File: src/rtl/evq_pkg.sv
package evq_pkg;
  localparam int unsigned EVQ_N_EV  = 10;
  localparam int unsigned EVQ_THR_W = 6;
  localparam int unsigned EVQ_SEL_W = 4;

  typedef enum logic {
    RM_EVERY = 1'b0,
    RM_IDLE  = 1'b1
  } rst_mode_e;
endpackage

File: src/rtl/evq_src_mux.sv
module evq_src_mux #(
  parameter int unsigned N_EV  = 10,
  parameter int unsigned SEL_W = 4
) (
  input  logic [N_EV-1:0]  ev_i,
  input  logic [SEL_W-1:0] sel_i,
  output logic             src_ev_o
);
  logic [N_EV-1:0] hit;

  // one-hot decode; codes >= N_EV match no line
  for (genvar g = 0; g < N_EV; g++) begin : g_dec
    assign hit[g] = (sel_i == SEL_W'(g)) & ev_i[g];
  end

  assign src_ev_o = |hit;

  always_comb begin
    if (sel_i >= SEL_W'(N_EV)) begin
      assert (!src_ev_o) else $error("p_reserved_quiet_r2");
    end
  end
endmodule

File: src/rtl/evq_clr_ctrl.sv
module evq_clr_ctrl (
  input  logic clk_i,
  input  logic rst_ni,
  input  logic we_i,
  input  logic wdata_i,
  output logic clr_o
);
  logic clr_q;

  // set by a write of 1, dropped by hardware after one cycle
  always_ff @(posedge clk_i or negedge rst_ni) begin
    if (!rst_ni) clr_q <= 1'b0;
    else         clr_q <= we_i & wdata_i;
  end

  assign clr_o = clr_q;

  p_selfclear_r7: assert property (@(posedge clk_i) disable iff (!rst_ni)
    clr_q && !(we_i && wdata_i) |=> !clr_q);
  p_write0_r7: assert property (@(posedge clk_i) disable iff (!rst_ni)
    !clr_q && !(we_i && wdata_i) |=> !clr_q);
endmodule

File: src/rtl/evq_counter.sv
module evq_counter
  import evq_pkg::*;
#(
  parameter int unsigned THR_W = 6
) (
  input  logic             clk_i,
  input  logic             rst_ni,
  input  logic             en_i,
  input  logic             src_ev_i,
  input  logic             tmr_rst_i,
  input  rst_mode_e        rst_mode_i,
  input  logic [THR_W-1:0] thresh_i,
  input  logic             clr_i,
  output logic             qual_o
);
  logic [THR_W-1:0] cnt_q, cnt_d;
  logic             seen_q, seen_d;
  logic             qual_q, qual_d;
  logic             tmr_clr;
  logic             hit_thr;

  // idle-period test counts an event in the closing cycle as seen
  assign tmr_clr = tmr_rst_i &&
                   ((rst_mode_i == RM_EVERY) || (!seen_q && !src_ev_i));
  assign hit_thr = (cnt_q >= thresh_i);

  always_comb begin
    cnt_d  = cnt_q;
    seen_d = seen_q;
    qual_d = 1'b0;
    if (!en_i) begin
      cnt_d  = '0;
      seen_d = 1'b0;
      qual_d = src_ev_i;
    end else begin
      if (clr_i || tmr_clr) begin
        cnt_d = '0;
      end else if (src_ev_i) begin
        if (hit_thr) begin
          cnt_d  = '0;
          qual_d = 1'b1;
        end else begin
          cnt_d = cnt_q + 1'b1;
        end
      end
      seen_d = tmr_rst_i ? 1'b0 : (seen_q | src_ev_i);
    end
  end

  always_ff @(posedge clk_i or negedge rst_ni) begin
    if (!rst_ni) begin
      cnt_q  <= '0;
      seen_q <= 1'b0;
      qual_q <= 1'b0;
    end else begin
      cnt_q  <= cnt_d;
      seen_q <= seen_d;
      qual_q <= qual_d;
    end
  end

  assign qual_o = qual_q;

  p_dis_hold_r3: assert property (@(posedge clk_i) disable iff (!rst_ni)
    !en_i |=> (cnt_q == '0) && !seen_q);
  p_qual_needs_ev_r4: assert property (@(posedge clk_i) disable iff (!rst_ni)
    qual_o |-> $past(src_ev_i));
  p_qual_restart_r4: assert property (@(posedge clk_i) disable iff (!rst_ni)
    en_i && src_ev_i && !clr_i && !tmr_rst_i && hit_thr |=> qual_o && (cnt_q == '0));
  p_mode0_clr_r5: assert property (@(posedge clk_i) disable iff (!rst_ni)
    en_i && tmr_rst_i && (rst_mode_i == RM_EVERY) |=> (cnt_q == '0) && !qual_o);
  p_mode1_keep_r6: assert property (@(posedge clk_i) disable iff (!rst_ni)
    en_i && tmr_rst_i && (rst_mode_i == RM_IDLE) && seen_q && !clr_i && !src_ev_i
    |=> cnt_q == $past(cnt_q));
  p_swclr_zero_r7: assert property (@(posedge clk_i) disable iff (!rst_ni)
    en_i && clr_i |=> (cnt_q == '0) && !qual_o);
  p_thr0_r8: assert property (@(posedge clk_i) disable iff (!rst_ni)
    en_i && (thresh_i == '0) && src_ev_i && !clr_i && !tmr_clr |=> qual_o);
endmodule

File: src/rtl/evq_filter.sv
module evq_filter
  import evq_pkg::*;
#(
  parameter int unsigned N_EV  = EVQ_N_EV,
  parameter int unsigned THR_W = EVQ_THR_W,
  parameter int unsigned SEL_W = EVQ_SEL_W
) (
  input  logic             clk_i,
  input  logic             rst_ni,
  input  logic [N_EV-1:0]  ev_i,
  input  logic             tmr_rst_i,
  input  logic [THR_W-1:0] thresh_i,
  input  logic [SEL_W-1:0] src_sel_i,
  input  logic             rst_mode_i,
  input  logic             en_i,
  input  logic             clr_we_i,
  input  logic             clr_wdata_i,
  output logic             qual_o,
  output logic             clr_flag_o
);
  logic      src_ev;
  logic      sw_clr;
  rst_mode_e rst_mode;

  assign rst_mode = rst_mode_e'(rst_mode_i);

  evq_src_mux #(.N_EV(N_EV), .SEL_W(SEL_W)) u_mux (
    .ev_i    (ev_i),
    .sel_i   (src_sel_i),
    .src_ev_o(src_ev)
  );

  evq_clr_ctrl u_clr (
    .clk_i  (clk_i),
    .rst_ni (rst_ni),
    .we_i   (clr_we_i),
    .wdata_i(clr_wdata_i),
    .clr_o  (sw_clr)
  );

  evq_counter #(.THR_W(THR_W)) u_cnt (
    .clk_i     (clk_i),
    .rst_ni    (rst_ni),
    .en_i      (en_i),
    .src_ev_i  (src_ev),
    .tmr_rst_i (tmr_rst_i),
    .rst_mode_i(rst_mode),
    .thresh_i  (thresh_i),
    .clr_i     (sw_clr),
    .qual_o    (qual_o)
  );

  assign clr_flag_o = sw_clr;

  p_pass_through_r3: assert property (@(posedge clk_i) disable iff (!rst_ni)
    !en_i |=> qual_o == $past(src_ev));
endmodule

File: config.mk
export PLATFORM = sky130hd
export DESIGN_NAME = evq_filter
export DESIGN_NICKNAME = d
export VERILOG_FILES = /design/src/rtl/evq_pkg.sv /design/src/rtl/evq_src_mux.sv /design/src/rtl/evq_clr_ctrl.sv /design/src/rtl/evq_counter.sv /design/src/rtl/evq_filter.sv
export SDC_FILE = /design/constraint.sdc
export NUM_CORES = 1
export LEC_CHECK = 0
export BUFFER_PORTS_ARGS = -buffer_cell sky130_fd_sc_hd__buf_2
export CAP_MARGIN = 20
export CORE_AREA = 2 2 47 49
export DETAILED_ROUTE_END_ITERATION = 8
export DIE_AREA = 0 0 49 51
export PLACE_DENSITY_LB_ADDON = 0.25
export SLEW_MARGIN = 10
export SYNTH_ARGS = -nofsm -noshare
export SYNTH_HDL_FRONTEND = slang
export SYNTH_SLANG_ARGS = --single-unit
export TNS_END_PERCENT = 30
File: constraint.sdc
create_clock -name clk_i -period 3.27 [get_ports clk_i]
set_clock_uncertainty 0.15 [all_clocks]
set_input_delay 0.1635 -clock clk_i [delete_from_list [all_inputs] [get_ports clk_i]]
set_output_delay 0.1635 -clock clk_i [all_outputs]
set_load 0.05 [all_outputs]
* Word-level counts from Yosys, hierarchy flattened
Index checks and enable logic that the tools add are counted.
Word-level totals: output and inout port bits 2, register bits after elaboration 9, input port bits 27, logic and storage cells 47
Cells by class: $lt $le $gt $ge 1, reduce and logical (&&, ||, !) cells 8, add/sub/neg operators 1, multiplexer cells 10, bitwise logic cells 13, equal/unequal tests 10
Operators with widths (number):
- 6-bit 2-to-1 mux | 4
- 4-bit by 3-bit equality test with 1-bit output, second input constant | 4
- 1-bit AND | 11
- 10-bit OR reduction | 1
- 4-bit by 2-bit equality test with 1-bit output, second input constant | 2
- 4-bit equality test, second input constant | 2
- 6-bit by 1-bit adder with 6-bit output, second input constant | 1
- 6-bit greater-or-equal comparator | 1
- 1-bit 2-to-1 mux | 6
- 4-bit by 1-bit equality test with 1-bit output, second input constant | 1
- 4-bit zero test | 1
- 3-bit by 1-bit != test with 1-bit output, second input constant | 1
- 1-bit logical AND | 2
- 1-bit zero test | 2
- 1-bit logical OR | 2
- 1-bit inverter | 1
- 1-bit bitwise OR | 1

* Logic depth before layout (Yosys ltp)
word-level depth 10, mapped depth 7, gate-level depth less buffers 7

* Modules after synthesis
Synthesis repeated with hierarchy kept, for this count alone.
Unflattened totals: cells, all modules 77, area, all modules 694.4 um^2
By module, submodules not included:
- evq_counter | instances 1, sequential area each 200.2 um^2, cells each 66, area an instance 570.5 um^2
- evq_src_mux | instances 1, sequential area each 0.0 um^2, cells each 9, area an instance 92.6 um^2
- evq_clr_ctrl | instances 1, sequential area each 25.0 um^2, cells each 2, area an instance 31.3 um^2

* Worst setup path after synthesis
Ideal clock, no wire load.
kind register to register, start register u_cnt.cnt_q[2], end register u_cnt.cnt_q[4], period minus slack after synthesis 1.824 ns, cell stages (with the launch flop) 7, arrival 1.588 ns, data required time 3.033 ns, setup slack 1.446 ns, library setup time 0.087 ns, cells stage by stage dfrtp_1 ha_1 nor4_1 o21ai_1 a31oi_4 a41oi_1 a211oi_2
On the way: longest elaborated chain between the ends 5
RTL lines:
- from (decl) | line evq_counter.sv:16 | logic [THR_W-1:0] cnt_q, cnt_d;
- from (signal assigned) | line evq_counter.sv:56 | cnt_q <= cnt_d;
- 6-bit by 1-bit adder with 6-bit output / 6-bit greater-or-equal comparator (equally long branches) | line evq_counter.sv:43, evq_counter.sv:25
- 6-bit 2-to-1 mux (*) | line evq_counter.sv:39 | if (hit_thr) begin
- 6-bit 2-to-1 mux (*) | line evq_counter.sv:38 | end else if (src_ev_i) begin
- 6-bit 2-to-1 mux (*) | line evq_counter.sv:36 | if (clr_i || tmr_clr) begin
- 6-bit 2-to-1 mux (*) | line evq_counter.sv:31 | if (!en_i) begin
Mark *: on every way between the ends. The rest lies on a longest branch, timed or not. The select of a mux whose other input is x is not followed. A chain may end at the register's enable or synchronous reset.

* Worst setup path after layout
start register u_cnt.cnt_q[2], end register u_cnt.cnt_q[5]
The elaborated chain is that of the path after synthesis.

==> flow_summary.json <==
{
  "drive_gt1_frac": 0.3628,
  "tns_ps": 0,
  "setup_viol": 0,
  "nets": 148,
  "clock_latency_ps": 260,
  "netlist_instances": 79,
  "fin_area_um2": 996.0,
  "dieArea_um2": 2499,
  "die_h_um": 51,
  "worstRegToRegCells": 6,
  "wl_met1_um": 658,
  "clock_sinks": 9,
  "reg2reg_slack_ps": 1280,
  "row_count": 17,
  "cts_root_buf": "clkbuf_4",
  "min_period_ps": 1988,
  "die_w_um": 49,
  "fmax_mhz": 503.0,
  "synth.top_cell.area_share": 0.2927,
  "r2r-start": "u_cnt.cnt_q[2]",
  "h-tree-depth": 1,
  "antenna_cells": 0,
  "maxCapViolations": 0,
  "grt_pass1_vias": 620,
  "first_pass_iters": 4,
  "final_cell_mix": "28 x buf_2, 10 x inv_1, 9 x dfrtp_1",
  "grtUsageTotal": 0.1329,
  "gp_congestion": 0.7203,
  "numPortBuffers": 28,
  "crit_arrival_ps": 2020,
  "numCtsBuffers": 3,
  "status": "completed",
  "worstSetupStartpointType": "flip-flop",
  "synthTopCellsByArea": "dfrtp_1 29%, ha_1 11%, mux2i_1 6.5%, inv_1 4.9%, a211oi_2 3.3%",
  "fin_crit_sh": 0.6080,
  "yosys.area.top_type": "dfrtp_1",
  "fill_cells": 213,
  "core-area_um2": 2063,
  "timing.rr.end": "u_cnt.cnt_q[5]",
  "fin_cells": 141,
  "dp.cells": 132,
  "viasPerCell": 4.858,
  "hold_path_class": "in2async",
  "dpl.hpwl_um": 1194,
  "power_density_nw_per_um2": 276.0,
  "syn_area_per_cell_um2": 9.740,
  "antenna_found_initial": 0,
  "cts_resized": 0,
  "leakagePower_nw": 0.5063,
  "crit_type": "reg2reg",
  "synth_seq_cells": 9,
  "synthDistinctLibCells": 38,
  "cp_max_fo": 8,
  "wl_per_cell_um": 10.64,
  "grt_pass1_wl_um": 2566,
  "vias": 685,
  "area_growth_pct": 29.43,
  "crit_required_ps": 3300,
  "cp_slowest_cell": "dfrtp_1",
  "clock_path_buffers": 2,
  "hold_viol": 0,
  "wl_met2_um": 781,
  "holdWs_ps": 136.4,
  "drc_errors": 0,
  "post_cts_buffers": 0,
  "yosysSeqAreaShare": 0.2927,
  "cts_tree": "yes",
  "ir_drop_mv": 0.2311,
  "slew-limit-headroom": 0.6688,
  "final_common_cell": "buf_2",
  "ctsHoldBuffers": 5,
  "yosysWarningCount": 0,
  "synth_area_um2": 769.5,
  "grt_start_max_net_pins": 15,
  "drt-initial-drc-count": 12,
  "wirelength_um": 1500,
  "crit_chain": "ha_1 -> nor4_1 -> o21ai_1 -> a31oi_4 -> a41oi_2 -> a211oi_2",
  "dr_wl_met3_um": 60,
  "routed.top_layer": "met3",
  "drv_slew": 0,
  "endpoint_kind": "flip-flop",
  "clk_pin_slew_ps": 70,
  "place_area_um2": 918.4,
  "gr-total-overflow": 0,
  "ant_nets": 0,
  "worst_pin_slew_ps": 496.7,
  "start_util": 0.3730,
  "rsz0062_at_grt": "false",
  "syn_nets": 113,
  "slowest_delay_ps": 410,
  "post-route-util": 0.4827,
  "pin_count": 29
}
-- final cells by class --
class	count	area [um^2]	share of cell area
tap	28	35.03	0.03518
clock buffer	3	22.52	0.02261
timing repair buffer	33	190.2	0.1910
inverter	10	37.54	0.03769
sequential	9	225.2	0.2261
clock inverter	1	5.005	0.005025
multi-input combinational	57	480.5	0.4824
-- metal layers --
metal,up-vias,track usage
li1,356,-
met3,0,0.04386
met4,0,0.02857
met2,14,0.2215
met5,-,0
met1,315,0.1679
-- how the worst max path moves through the flow --
stage	startpoint	end	cells after the start
5_1_grt	u_cnt.cnt_q[2]	u_cnt.cnt_q[4]	6
4_1_cts	u_cnt.cnt_q[2]	u_cnt.cnt_q[5]	6
6_report	u_cnt.cnt_q[2]	u_cnt.cnt_q[5]	6
3_3_place_gp	u_cnt.cnt_q[2]	u_cnt.cnt_q[4]	6
2_1_floorplan	u_cnt.cnt_q[2]	u_cnt.cnt_q[4]	6
3_5_place_dp	u_cnt.cnt_q[2]	u_cnt.cnt_q[5]	6
-- worst max-delay path, delay by kind of cell, from the launching register on --
family | cells | cell delay (ps)
and+or+nand+nor | 1 | 260
DFF | 1 | 410
AOI/OAI and AO/OA | 4 | 860
adders and majority gates | 1 | 210
-- report_power, final --
group | switching [mW] | leakage [nW] | total [mW] | internal (mW)
logic | 0.0373 | 0.366 | 0.0709 | 0.0336
clock network | 0.0419 | 0.0177 | 0.0871 | 0.0452
registers | 0.00211 | 0.123 | 0.117 | 0.115
total | 0.0814 | 0.506 | 0.275 | 0.193
-- cell usage after synthesis --
cell type / number
nand3b_4: 1
a31oi_4: 1
nor2_1: 2
o22ai_1: 1
mux2i_1: 5
a31oi_1: 1
nand3_1: 3
and3_1: 1
o32ai_1: 1
and3_2: 2
dfrtp_1: 9
nor3b_1: 1
nand3b_1: 2
buf_6: 2
ha_1: 7
a211oi_2: 2
nand2b_1: 2
and2_1: 2
o21ai_0: 1
o31a_1: 1
o221ai_1: 1
a41oi_1: 2
a41oi_2: 1
or2b_2: 1
nor2b_1: 1
nand3_2: 1
clkbuf_1: 1
nand2_1: 2
a21boi_0: 1
o21bai_1: 1
nor4_1: 1
a21oi_1: 3
o21ai_1: 1
nand4b_1: 1
inv_1: 10
xnor2_1: 1
or2_1: 1
nor3_1: 2
-- registers in the layout (all words and copies together), names as in the netlist --
| name | cells |
|---|---|
| u_clr.clr_o | 1 |
| u_cnt.seen_q | 1 |
| u_cnt.cnt_q | 6 |
| u_cnt.qual_o | 1 |
-- through the flow --
step | power, mW | setup slack [ps]
finish | 0.2748 | 1282
floorplan | 0.1642 | 1446
global placement | 0.1850 | 1360
CTS | 0.2798 | 1287
detailed placement | 0.1856 | 1309
global route | 0.2957 | 1117
-- kinds of logic (layout without fill, tap and decap cells) --
group,count (synthesis),count (layout),share of synthesized area
and+or+nand+nor,26,26,0.2277
AOI/OAI and AO/OA,18,18,0.2065
buffers and inverters,13,47,0.08293
DFF,9,9,0.2927
adders and majority gates,7,7,0.1138
muxes,5,5,0.06504
xor gates and xnor gates,1,1,0.01138
No activity file was read; power rests on OpenSTA's default activity.
